File: src/rtl/dma_desc_engine.sv
module dma_desc_engine #(
  parameter int AW = 10,
  parameter logic [AW-1:0] PRI_BASE = AW'(1008),
  parameter logic [AW-1:0] ALT_BASE = AW'(1016)
) (
  input  logic          clk,
  input  logic          rst_n,
  input  logic          en_set,
  input  logic          alt_sel,
  input  logic          sw_req,
  input  logic          periph_req,
  input  logic          periph_breq,
  output logic          chan_en,
  output logic          cur_alt,
  output logic          done,
  output logic [AW-1:0] mem_addr,
  output logic          mem_we,
  output logic [31:0]   mem_wdata,
  input  logic [31:0]   mem_rdata
);
  localparam int NW = 10;
  localparam logic [2:0] T_BASIC = 3'd1, T_AUTO = 3'd2, T_PP = 3'd3;

  typedef enum logic [2:0] {S_IDLE, S_F0, S_F1, S_F2, S_CTL, S_RD, S_WR, S_WB} st_t;
  st_t st;

  logic [AW-1:0] src_end, dst_end;
  logic [31:0]   ctrl;
  logic [NW-1:0] rem;
  logic [NW:0]   left;
  logic          by_sw, by_burst, fin;

  function automatic logic [AW-1:0] back_off(input logic [NW-1:0] r, input logic [1:0] code);
    logic [AW-1:0] x;
    x = AW'(r);
    return (code == 2'd3) ? '0 : (x << code);
  endfunction

  wire [AW-1:0] base    = cur_alt ? ALT_BASE : PRI_BASE;
  wire [2:0]    r_type  = mem_rdata[2:0];
  wire          r_bad   = (r_type == 3'd0) || r_type[2];
  wire [3:0]    r_arb   = mem_rdata[17:14];
  wire [NW:0]   r_chunk = (r_arb >= 4'(NW)) ? (NW+1)'(1) << NW : (NW+1)'(1) << r_arb;
  wire          r_ok    = (r_type == T_AUTO) ? by_sw
                        : (!by_sw && (by_burst || !mem_rdata[3]));
  wire          is_auto = (ctrl[2:0] == T_AUTO);
  wire [31:0]   wb_word = fin ? {ctrl[31:14], {NW{1'b0}}, ctrl[3], 3'd0}
                              : {ctrl[31:14], rem, ctrl[3:0]};

  always_comb begin
    case (st)
      S_F0:    mem_addr = base;
      S_F1:    mem_addr = base + AW'(1);
      S_F2:    mem_addr = base + AW'(2);
      S_RD:    mem_addr = src_end - back_off(rem, ctrl[21:20]);
      S_WR:    mem_addr = dst_end - back_off(rem, ctrl[23:22]);
      S_WB:    mem_addr = base + AW'(2);
      default: mem_addr = '0;
    endcase
  end
  assign mem_we    = (st == S_WR) || (st == S_WB);
  assign mem_wdata = (st == S_WR) ? mem_rdata : wb_word;

  always_ff @(posedge clk) begin
    if (!rst_n) begin
      st <= S_IDLE; chan_en <= 1'b0; cur_alt <= 1'b0; done <= 1'b0;
      src_end <= '0; dst_end <= '0; ctrl <= '0; rem <= '0; left <= '0;
      by_sw <= 1'b0; by_burst <= 1'b0; fin <= 1'b0;
    end else begin
      done <= 1'b0;
      case (st)
        S_IDLE: begin
          if (!chan_en && en_set) begin
            chan_en <= 1'b1;
            cur_alt <= alt_sel;
          end else if (chan_en && (sw_req || periph_req || periph_breq)) begin
            by_sw    <= sw_req;
            by_burst <= periph_breq;
            st       <= S_F0;
          end
        end
        S_F0: st <= S_F1;
        S_F1: begin src_end <= mem_rdata[AW-1:0]; st <= S_F2; end
        S_F2: begin dst_end <= mem_rdata[AW-1:0]; st <= S_CTL; end
        S_CTL: begin
          ctrl <= mem_rdata;
          rem  <= mem_rdata[13:4];
          left <= (by_sw || by_burst) ? r_chunk : (NW+1)'(1);
          fin  <= 1'b0;
          if (r_bad) begin
            chan_en <= 1'b0;
            st      <= S_IDLE;
          end else if (r_ok) st <= S_RD;
          else st <= S_IDLE;
        end
        S_RD: st <= S_WR;
        S_WR: begin
          if (rem == '0) begin
            fin <= 1'b1;
            st  <= S_WB;
          end else begin
            rem <= rem - NW'(1);
            if (!is_auto && left == (NW+1)'(1)) st <= S_WB;
            else begin
              left <= left - (NW+1)'(1);
              st   <= S_RD;
            end
          end
        end
        S_WB: begin
          if (fin) begin
            if (ctrl[2:0] == T_PP) cur_alt <= ~cur_alt;
            else begin
              chan_en <= 1'b0;
              done    <= 1'b1;
            end
          end
          fin <= 1'b0;
          st  <= S_IDLE;
        end
        default: st <= S_IDLE;
      endcase
    end
  end

  a_r1_write_needs_en: assert property (@(posedge clk) disable iff (!rst_n)
    mem_we |-> chan_en);
  a_r3_done_single: assert property (@(posedge clk) disable iff (!rst_n)
    done |=> !done);
  a_r3_done_drops_en: assert property (@(posedge clk) disable iff (!rst_n)
    done |-> !chan_en);
  a_r7_flip_keeps_en: assert property (@(posedge clk) disable iff (!rst_n)
    (!$past(en_set) && cur_alt != $past(cur_alt)) |-> (chan_en && !done));
  a_r8_bad_type_halts: assert property (@(posedge clk) disable iff (!rst_n)
    (st == S_CTL && r_bad) |=> (!chan_en && !done && !mem_we));
  a_r4_basic_no_sw: assert property (@(posedge clk) disable iff (!rst_n)
    (st == S_CTL && r_type == T_BASIC && by_sw) |=> (st == S_IDLE && !mem_we));
endmodule

File: config.mk
export PLATFORM = sky130hd
export DESIGN_NAME = dma_desc_engine
export DESIGN_NICKNAME = d
export VERILOG_FILES = /design/src/rtl/dma_desc_engine.sv
export SDC_FILE = /design/constraint.sdc
export NUM_CORES = 1
export LEC_CHECK = 0
export ABC_AREA = 1
export ABC_CLOCK_PERIOD_IN_PS = 3700
export BUFFER_PORTS_ARGS = -buffer_cell sky130_fd_sc_hd__clkbuf_2
export CAP_MARGIN = 5
export CORE_MARGIN = 10
export CORE_UTILIZATION = 40
export DETAILED_ROUTE_END_ITERATION = 8
export PLACE_DENSITY = 0.65
export SYNTH_ARGS = -nofsm -noshare
export SYNTH_HDL_FRONTEND = slang
export SYNTH_SLANG_ARGS = --single-unit
File: constraint.sdc
create_clock -name clk -period 3.7 [get_ports clk]
set_input_delay 0.185 -clock clk [delete_from_list [all_inputs] [get_ports clk]]
set_output_delay 0.185 -clock clk [all_outputs]
set_load 0.05 [all_outputs]
==> results.yml, run 1 <==
logic_synthesis:
  ys_seq_elements: 72
  synth-edff-count: 0
  synth_area_um2: 5290
  netlist_instances: 876
  seq_area_frac_synth_pct: 27.25
  synth_top_area_cell: "dfxtp_1"
  synthDistinctLibCells: 40
  yosys-top-cells-area: "dfxtp_1 27%, nand2_1 17%, o21ai_0 9.5%"
  ys.warnings.count: 0
  synth_top_area_share_pct: 27.25
  ys.flop_type: "dfxtp_1"
  avgSynthCellArea_um2: 6.039
  async_flop_share_pct: 0
  syn_nets: 938
global_route:
  grt-busiest-layer: "met2"
  gr-usage-met1_pct: 23.56
  grt.overflow.total: 0
  grt_use_met2_pct: 28.22
  grt_max_degree: 54
  met3_usage_pct: 4.748
  grt_pass1_wl_um: 26920
  antenna_found_initial: 2
  grt_pass1_vias: 5255
  groute.usage.overall_pct: 18.12
sta:
  clock_skew_ns: 0.003415
  rsz0062_at_grt: "false"
  fin_hold_ws_ns: 0.09633
  max_slew_margin_pct: 35.43
  tightest_slew_ns: 0.9651
  timing.setup.tns_ns: 0
  timing.final.crit_share_pct: 87.33
  setup_viol: 0
  slew_violations: 0
  fmax_mhz: 309.5
  finalHoldViolCount: 0
  min_period_ns: 3.231
floorplan:
  core-area_um2: 12770
  num_rows: 41
  die_area_um2: 18230
  io_pins: 85
  initial_core_util_pct: 41.41
  die_h_um: 135
  die_w_um: 135
clock_tree:
  post_cts.repair.setup_buffers: 0
  clk_latency_ns: 0.35
  clk_path_buf_depth: 2
  cts_sinks: 72
  cts_tree: "yes"
  cts_resized: 0
  htree_levels: 3
  cts_hold_buf: 0
  cts.clk_slew.worst_paths_ns: 0.06
  clockRootBuffer: "clkbuf_16"
  cts_made_buffers: 9
final_layout:
  nets: 997
  area_growth_pct: 14.43
  drive_gt1_share_pct: 12.57
  layout_commonest_cell: "nand2_1"
  final_cells: 1112
  fillCellCount: 1394
  final_cell_mix: "236 x nand2_1, 125 x nor2_1, 100 x o21ai_0, 84 x inv_1, 84 x clkbuf_2"
detailed_routing:
  firstDrtPassIters: 5
  ant_nets: 0
  drc_errors: 0
  wirelength_um: 16570
  drt_iter0_drc: 470
  drt-vias-per-instance: 5.110
  wire_per_inst_um: 14.90
  num_vias: 5682
power_and_ir_drop:
  power.leakage_nw: 3.017
  vdd_drop_max_mv: 0.2571
  power_per_cell_area_nw_per_um2: 655.9
place:
  finalWeightedCongestion: 0.8958
  dp_cells: 1096
  dp_hpwl_um: 12470
  port_buffers: 84
run:
  cap_viol_max_count: 0
setup_path:
  start_kind: "register"
  critPathMaxFanout: 17
  cp-end-kind: "output pin"
  cp_data_required_time_ns: 3.51
  crit_arrival_ns: 3.05
  crit_type: "register to output pin"
min_path:
  holdCritPathClass: "input pin to register"
run_status:
  status: "finished, final reports clean"
## stage by stage
step / cell area [um2] / setup slack (ns) / utilization, % / total power, W
3_3_place_gp: 5744 / 0.9214 / 44.97 / 0.003043
4_1_cts: 6051 / 0.4902 / 47.37 / 0.003973
5_1_grt: 6051 / 0.1507 / 47.37 / 0.004303
6_report: 6053 / 0.4686 / 47.39 / 0.003970
2_1_floorplan: 5290 / 0.9201 / - / 0.002613
3_5_place_dp: 5744 / 0.8665 / 44.97 / 0.003054
## registers in the layout (all words and copies together) (netlist names)
name      count
ctrl         22
left         11
dst_end      10
rem          10
src_end      10
st            3
by_burst      1
by_sw         1
chan_en       1
cur_alt       1
done          1
fin           1
## critical path: stages, from the launching register on
cell	delay, ns
dfxtp_1	0.59
inv_1	0.18
nand2_1	0.12
nor2_1	0.06
ha_1	0.22
fa_1	0.36
inv_1	0.08
nand2_1	0.07
a21oi_1	0.32
nand3_1	0.15
nand3b_1	0.11
nand3_1	0.08
nand3_1	0.09
clkbuf_2	0.28
## synth_stat cells (2+ instances only)
| library cell | instances |
|---|---|
| a21o_1 | 3 |
| a21oi_1 | 62 |
| a22oi_1 | 8 |
| buf_1 | 2 |
| buf_2 | 13 |
| buf_4 | 3 |
| buf_6 | 3 |
| clkbuf_1 | 18 |
| clkinv_1 | 2 |
| dfxtp_1 | 72 |
| fa_1 | 2 |
| ha_1 | 21 |
| inv_1 | 84 |
| inv_2 | 5 |
| nand2_1 | 236 |
| nand2_2 | 2 |
| nand2_4 | 2 |
| nand3_1 | 59 |
| nand3b_1 | 10 |
| nor2_1 | 125 |
| nor3_1 | 8 |
| o211ai_1 | 3 |
| o21ai_0 | 100 |
| o21bai_1 | 3 |
| o221ai_1 | 2 |
| o22ai_1 | 3 |
| o31ai_1 | 9 |
| xnor2_1 | 3 |
| xor2_1 | 2 |
## cell type report
| type | instances | area (um2) | share of cell area, % |
|---|---|---|---|
| Multi-Input combinational cell | 673 | 3296 | 54.44 |
| Sequential cell | 72 | 1441 | 23.81 |
| Timing Repair Buffer | 88 | 450.4 | 7.441 |
| Inverter | 91 | 341.6 | 5.643 |
| Clock buffer | 12 | 266.5 | 4.403 |
| Tap cell | 172 | 215.2 | 3.555 |
| Clock inverter | 3 | 40.04 | 0.6614 |
| Antenna cell | 1 | 2.502 | 0.04134 |
## layer usage
layer,wire [um],share of wire [%]
met1,7804,47
met3,1181,7.1
met5,13,0.078
met4,223,1.3
met2,7344,44
## report_power, final
part	internal, W	total, W	switching [W]
sequential	0.000894	0.000995	0.000101
combinational	0.000614	0.00206	0.00145
clock	0.000571	0.000916	0.000345
## cell families after synthesis
logic type               synth area share, %
XOR/XNOR                              0.8280
AND/OR/NAND/NOR                        35.81
flip-flops                             27.25
buffers and inverters                  10.45
adder cells (fa/ha/maj)                5.724
AO/OA/AOI/OAI                          19.94
## path summary, 6_finish.rpt
| kind | startpoint | end | slack (ns) | cells after the start |
|---|---|---|---|---|
| setup / recovery | ctrl[22]$_SDFFE_PN0P_ | mem_addr[8] | 0.47 | 13 |
| hold / removal | sw_req | by_sw$_SDFFE_PN0P_ | 0.1 | 3 |
| setup reg to reg | st[0]$_SDFFE_PN0P_ | left[4]$_SDFFE_PN0P_ | 1.44 | 8 |
| hold reg to reg | left[3]$_SDFFE_PN0P_ | left[3]$_SDFFE_PN0P_ | 0.48 | 2 |
(Power assumes the default switching activity.)
==> run 2, diff against run 1 <==
- ABC_AREA: 1 -> default
==> run 2 against run 1 <==
Register-to-register slack lost 0.27 ns. Die area shrank 1.2%. Synthesized cell count shrank 18%. Clock power shrank 2.5%. Total power shrank 38%.
==> results.yml, run 2 <==
sta:
  max_slew_margin_pct: 34.99
  rsz0062_at_grt: "false"
  clock_skew_ns: 0.003096
  slew_violations: 0
  fmax_mhz: 293.9
  timing.setup.tns_ns: 0
  timing.final.crit_share_pct: 91.95
  min_period_ns: 3.402
  tightest_slew_ns: 0.9751
  setup_viol: 0
  setup_slack_ns: 0.2978
  finalHoldViolCount: 0
  fin_hold_ws_ns: 0.07486
logic_synthesis:
  synth-edff-count: 0
  synth_top_family_by_area: "simple AND/OR/NAND/NOR gates"
  synth_xor_area_share_pct: 3.357
  synth.most_common_cell: "nand2_1"
  synth_top_cells_by_count: "160 x nand2_1, 80 x nor2_1, 72 x dfxtp_1, 67 x a21oi_1, 32 x mux2i_1"
  ys.flop_type: "dfxtp_1"
  yosys-top-cells-area: "dfxtp_1 28%, nand2_1 12%, a21oi_1 6.4%"
  async_flop_share_pct: 0
  synth_top_area_share_pct: 27.63
  synthDistinctLibCells: 67
  ys_seq_elements: 72
  synth-simple-area-share_pct: 28.35
  synth_top_area_cell: "dfxtp_1"
  avgSynthCellArea_um2: 7.277
  syn_nets: 779
  synth_area_um2: 5218
  netlist_instances: 717
  synth-compound-area-share_pct: 21.22
  synth.mux.area_fraction_pct: 6.139
  seq_area_frac_synth_pct: 27.63
  synthAdderAreaFrac_pct: 5.803
  ys.warnings.count: 0
detailed_routing:
  firstDrtPassIters: 5
  wire_per_inst_um: 16.46
  drc_errors: 0
  drt-vias-per-instance: 5.464
  ant_nets: 0
  wirelength_um: 15650
  drt_iter0_drc: 360
  num_vias: 5196
global_route:
  groute.usage.overall_pct: 17.21
  grt_max_degree: 62
  grt.overflow.total: 0
  antenna_found_initial: 0
  grt_pass1_wl_um: 25490
  grt_pass1_vias: 4910
final_layout:
  largest_register: "ctrl"
  n_antenna_cell: 0
  layout_commonest_cell: "nand2_1"
  nets: 836
  drive_gt1_share_pct: 16.94
  area_growth_pct: 13.88
  design_area_um2: 5942
  fillCellCount: 1339
  final_cell_mix: "160 x nand2_1, 84 x clkbuf_2, 80 x nor2_1, 71 x dfxtp_1, 67 x a21oi_1"
  largest_registers: "ctrl: 22 flops, left: 11 flops"
  largest_reg_flops: 22
run_status:
  status: "finished, final reports clean"
place:
  finalWeightedCongestion: 0.8775
  placed_area_um2: 5634
  port_buffers: 84
  dp_hpwl_um: 11420
  preCtsSetupSlack_ns: 0.6067
setup_path:
  crit_type: "register to output pin"
  slowest_stage: "dfxtp_1"
  cp-end-kind: "output pin"
  cp_data_required_time_ns: 3.51
  rr_worst_depth: 7
  reg2reg_slack_ns: 1.17
  r2r_end: "left[10]$_SDFFE_PN0P_"
  start_kind: "register"
  crit_arrival_ns: 3.22
  cp_top_family: "compound AO/OA/AOI/OAI gates"
  cp_num_buf_inv: 1
  crit_cells: 11
  timing.rr.start: "st[2]$_SDFFE_PN0P_"
  critPathMaxFanout: 13
  crit_path_max_incr_delay_ns: 0.71
  crit_chain: "mux2i_1, nor2_1, a21oi_1, ha_1, nor2b_1, o31a_1, o21ai_0, nand2b_1, xnor2_1, a211oi_1, clkbuf_2"
min_path:
  hold_end: "ctrl[28]$_SDFFE_PN0P_"
  hold_depth: 3
  min_from: "mem_rdata[28]"
  holdCritPathClass: "input pin to register"
run:
  cap_viol_max_count: 0
clock_tree:
  cts_made_buffers: 9
  post_cts.repair.setup_buffers: 0
  cts_resized: 0
  clk_path_buf_depth: 2
  htree_levels: 3
  cts_sinks: 72
  clk_latency_ns: 0.34
  cts.clk_slew.worst_paths_ns: 0.06
  cts_hold_buf: 0
  clockRootBuffer: "clkbuf_16"
  cts_tree: "yes"
floorplan:
  num_rows: 41
  core-area_um2: 12720
  die_area_um2: 18010
  io_pins: 85
  die_h_um: 134.2
  initial_core_util_pct: 41.01
  die_w_um: 134.2
power_and_ir_drop:
  vdd_drop_max_mv: 0.2613
  power_per_cell_area_nw_per_um2: 412.4
  power.leakage_nw: 2.371
==> run 2: changes by cell type after synthesis, moves of 7 or more <==
cell	previous run	this run
xor2_1	2	10
buf_1	2	9
xnor2_1	3	10
nor2_1	125	80
buf_2	13	2
o21ai_0	100	14
nor2b_1	0	10
inv_1	84	15
nand2_1	236	160
nand3_1	59	15
o21ai_1	1	23
mux2i_1	0	32
nor3_1	8	15
==> run 2: how the worst max path moves through the flow <==
stage / slack, ns / endpoint / from
finish: 0.30 / mem_addr[6] / ctrl[23]$_SDFFE_PN0P_
global route: 0.08 / mem_addr[9] / ctrl[23]$_SDFFE_PN0P_
CTS: 0.24 / mem_addr[6] / ctrl[23]$_SDFFE_PN0P_
detailed placement: 0.61 / mem_addr[6] / ctrl[23]$_SDFFE_PN0P_
global placement: 0.62 / mem_addr[6] / ctrl[23]$_SDFFE_PN0P_
floorplan: 0.07 / mem_addr[8] / ctrl[21]$_SDFFE_PN0P_
==> run 2: cells by family (layout without fill, tap and decap cells) <==
group,count (synthesis),in the layout
and+or+nand+nor,329,329
AOI/OAI and AO/OA,173,173
DFF,72,72
buffers and inverters,68,130
muxes,32,32
adders and majority gates,23,23
xor gates and xnor gates,20,20
==> run 2: routing by layer <==
layer | share of wire (%) | vias to the layer above | global-route usage, %
li1 | - | 2617 | -
met1 | 43 | 2422 | 20.99
met2 | 49 | 135 | 29.21
met3 | 6.1 | 22 | 4.481
met4 | 1.6 | 0 | 4.534
met5 | 0 | - | 0
==> run 2: per-stage QoR <==
step | power (W) | util [%] | std cells
2_1_floorplan | 0.001403 | - | 717
3_3_place_gp | 0.001568 | 44.29 | 935
3_5_place_dp | 0.001570 | 44.29 | 935
4_1_cts | 0.002465 | 46.66 | 951
5_1_grt | 0.002573 | 46.71 | 951
6_report | 0.002450 | 46.71 | 951
==> run 2: cell type report <==
| cell class | count | area (um2) | area share [%] |
|---|---|---|---|
| multi-input cells | 577 | 3395 | 57.13 |
| flip-flops and latches | 72 | 1443 | 24.28 |
| repair buffers | 95 | 503.0 | 8.465 |
| clock buffers | 14 | 264.0 | 4.443 |
| well taps | 172 | 215.2 | 3.622 |
| inverters | 19 | 85.08 | 1.432 |
| clock inverters | 2 | 37.54 | 0.6317 |
==> run 2: report_power, final <==
| group | internal (W) | leakage, nW | switching (W) |
|---|---|---|---|
| sequential | 0.000810 | 0.582 | 0.0000483 |
| combinational | 0.000243 | 1.65 | 0.000456 |
| clock | 0.000560 | 0.143 | 0.000333 |
| total | 0.00161 | 2.37 | 0.000838 |
==> run 2: worst reg2reg max path, delay by kind of cell (launching register included) <==
| family | cells | cell delay [ns] |
|---|---|---|
| and+or+nand+nor | 2 | 0.27 |
| DFF | 1 | 0.72 |
| AOI/OAI and AO/OA | 4 | 1.21 |
| buffers and inverters | 1 | 0.21 |
==> run 3, diff against run 2 <==
- CORE_MARGIN: 10 -> default
==> run 3 against run 2 <==
Maximum frequency is 1.7% lower. Final cell count grew 0.32%. Register-to-register slack got worse by 0.27 ns. Design area decreased by 0.11%. First-iteration DRC count shrank 5.3%. Critical endpoint unchanged. Via count shrank 0.85%. Global-route usage grew 5.9 points. Routed wire length is 3.6% lower. Sequential power barely moved. Flip-flop and latch count is the same. Combinational power is essentially flat. Worst setup slack worse by 0.059 ns.
==> results.yml, run 3 (synthesized netlist as in run 2, its figures left out) <==
run_status:
  status: "finished, final reports clean"
global_route:
  grt_pass1_wl_um: 24020
  grt_pass1_vias: 4713
  groute.usage.overall_pct: 23.12
  grt.overflow.total: 0
  antenna_found_initial: 0
  grt_max_degree: 43
final_layout:
  nets: 839
  fillCellCount: 1348
  layout_commonest_cell: "nand2_1"
  n_antenna_cell: 0
  final_cells: 954
  largest_registers: "ctrl: 22 flops, left: 11 flops"
  largest_reg_flops: 22
  area_growth_pct: 13.76
  final_cell_mix: "160 x nand2_1, 84 x clkbuf_2, 80 x nor2_1, 72 x dfxtp_1, 67 x a21oi_1"
  largest_register: "ctrl"
  drive_gt1_share_pct: 17.39
run:
  cap_viol_max_count: 0
detailed_routing:
  firstDrtPassIters: 5
  drc_errors: 0
  wire_per_inst_um: 15.81
  drt-vias-per-instance: 5.400
  ant_nets: 0
  num_vias: 5152
  wirelength_um: 15080
  drt_iter0_drc: 341
power_and_ir_drop:
  power_per_cell_area_nw_per_um2: 400.8
  finalPower_w: 0.002379
  power.leakage_nw: 2.379
  vdd_drop_max_mv: 0.2361
clock_tree:
  cts_tree: "yes"
  cts_made_buffers: 9
  cts_sinks: 72
  cts_hold_buf: 0
  clk_path_buf_depth: 2
  htree_levels: 3
  clockRootBuffer: "clkbuf_16"
  clk_latency_ns: 0.34
  cts.clk_slew.worst_paths_ns: 0.06
floorplan:
  die_area_um2: 13500
  die_h_um: 116.2
  io_pins: 85
  num_rows: 41
  initial_core_util_pct: 41.18
  die_w_um: 116.2
  core-area_um2: 12670
sta:
  clock_skew_ns: 0.003035
  fmax_mhz: 288.9
  slew_violations: 0
  rsz0062_at_grt: "false"
  timing.setup.tns_ns: 0
  finalHoldViolCount: 0
  timing.final.crit_share_pct: 93.54
  min_period_ns: 3.461
  max_slew_margin_pct: 36.03
  setup_slack_ns: 0.2391
  tightest_slew_ns: 0.9595
  setup_viol: 0
  fin_hold_ws_ns: 0.07108
min_path:
  holdCritPathClass: "input pin to register"
  hold_depth: 3
place:
  preCtsSetupSlack_ns: 0.6718
  dp_cells: 938
  dp_hpwl_um: 11110
  port_buffers: 84
  finalWeightedCongestion: 0.8795
setup_path:
  critPathMaxFanout: 13
  rr_worst_depth: 6
  crit_type: "register to output pin"
  crit_arrival_ns: 3.28
  cp_data_required_time_ns: 3.51
  cp-end-kind: "output pin"
  start_kind: "register"
run 3: timing repair:
action	in CTS	in global routing
gates resized for setup	0	2
setup buffers	0	0
endpoints found under the setup margin	0	2
run 3: final timing paths:
| check | end | slack, ns | startpoint |
|---|---|---|---|
| worst max-delay path | mem_addr[6] | 0.24 | ctrl[23]$_SDFFE_PN0P_ |
| worst min-delay path | ctrl[23]$_SDFFE_PN0P_ | 0.07 | mem_rdata[23] |
| worst max register to register | left[0]$_SDFFE_PN0P_ | 0.90 | st[1]$_SDFFE_PN0P_ |
| worst min register to register | ctrl[16]$_SDFFE_PN0P_ | 0.45 | ctrl[16]$_SDFFE_PN0P_ |
run 3: per-stage QoR:
| step | util [%] | cell area, um2 |
|---|---|---|
| floorplan | - | 5218 |
| global placement | 44.64 | 5657 |
| detailed placement | 44.64 | 5657 |
| CTS | 46.81 | 5931 |
| global route | 46.85 | 5936 |
| finish | 46.85 | 5936 |
run 3: worst max-delay path, cell delays in order, from the launching register on:
cell,delay [ns]
dfxtp_1,0.72
mux2i_1,0.27
nor2_1,0.05
a21oi_1,0.12
ha_1,0.27
nor2b_1,0.18
o31a_1,0.29
o21ai_0,0.17
nand2b_1,0.10
xnor2_1,0.13
a211oi_1,0.29
clkbuf_2,0.33
run 3: power breakdown:
part	total, W	switching (W)	internal, W
clock	0.000820	0.000349	0.000471
combinational	0.000700	0.000457	0.000244
sequential	0.000859	0.0000491	0.000809
total	0.00238	0.000855	0.00152
run 3: cell type report:
class                   count  area, um2  share of cell area (%)
inverters                  19      85.08                   1.433
repair buffers             98      525.5                   8.853
clock buffers              11      242.7                   4.089
clock inverters             5      31.28                  0.5270
flip-flops and latches     72       1441                   24.28
well taps                 172      215.2                   3.626
multi-input cells         577       3395                   57.19
run 3: metal layers:
| metal | up-vias | share of wire (%) | GRT usage (%) |
|---|---|---|---|
| met2 | 125 | 49 | 39.33 |
| met4 | 0 | 1.6 | 6.752 |
| met1 | 2392 | 45 | 29.63 |
| met3 | 20 | 4.8 | 4.515 |
| met5 | - | 0 | 0 |
| li1 | 2615 | - | - |
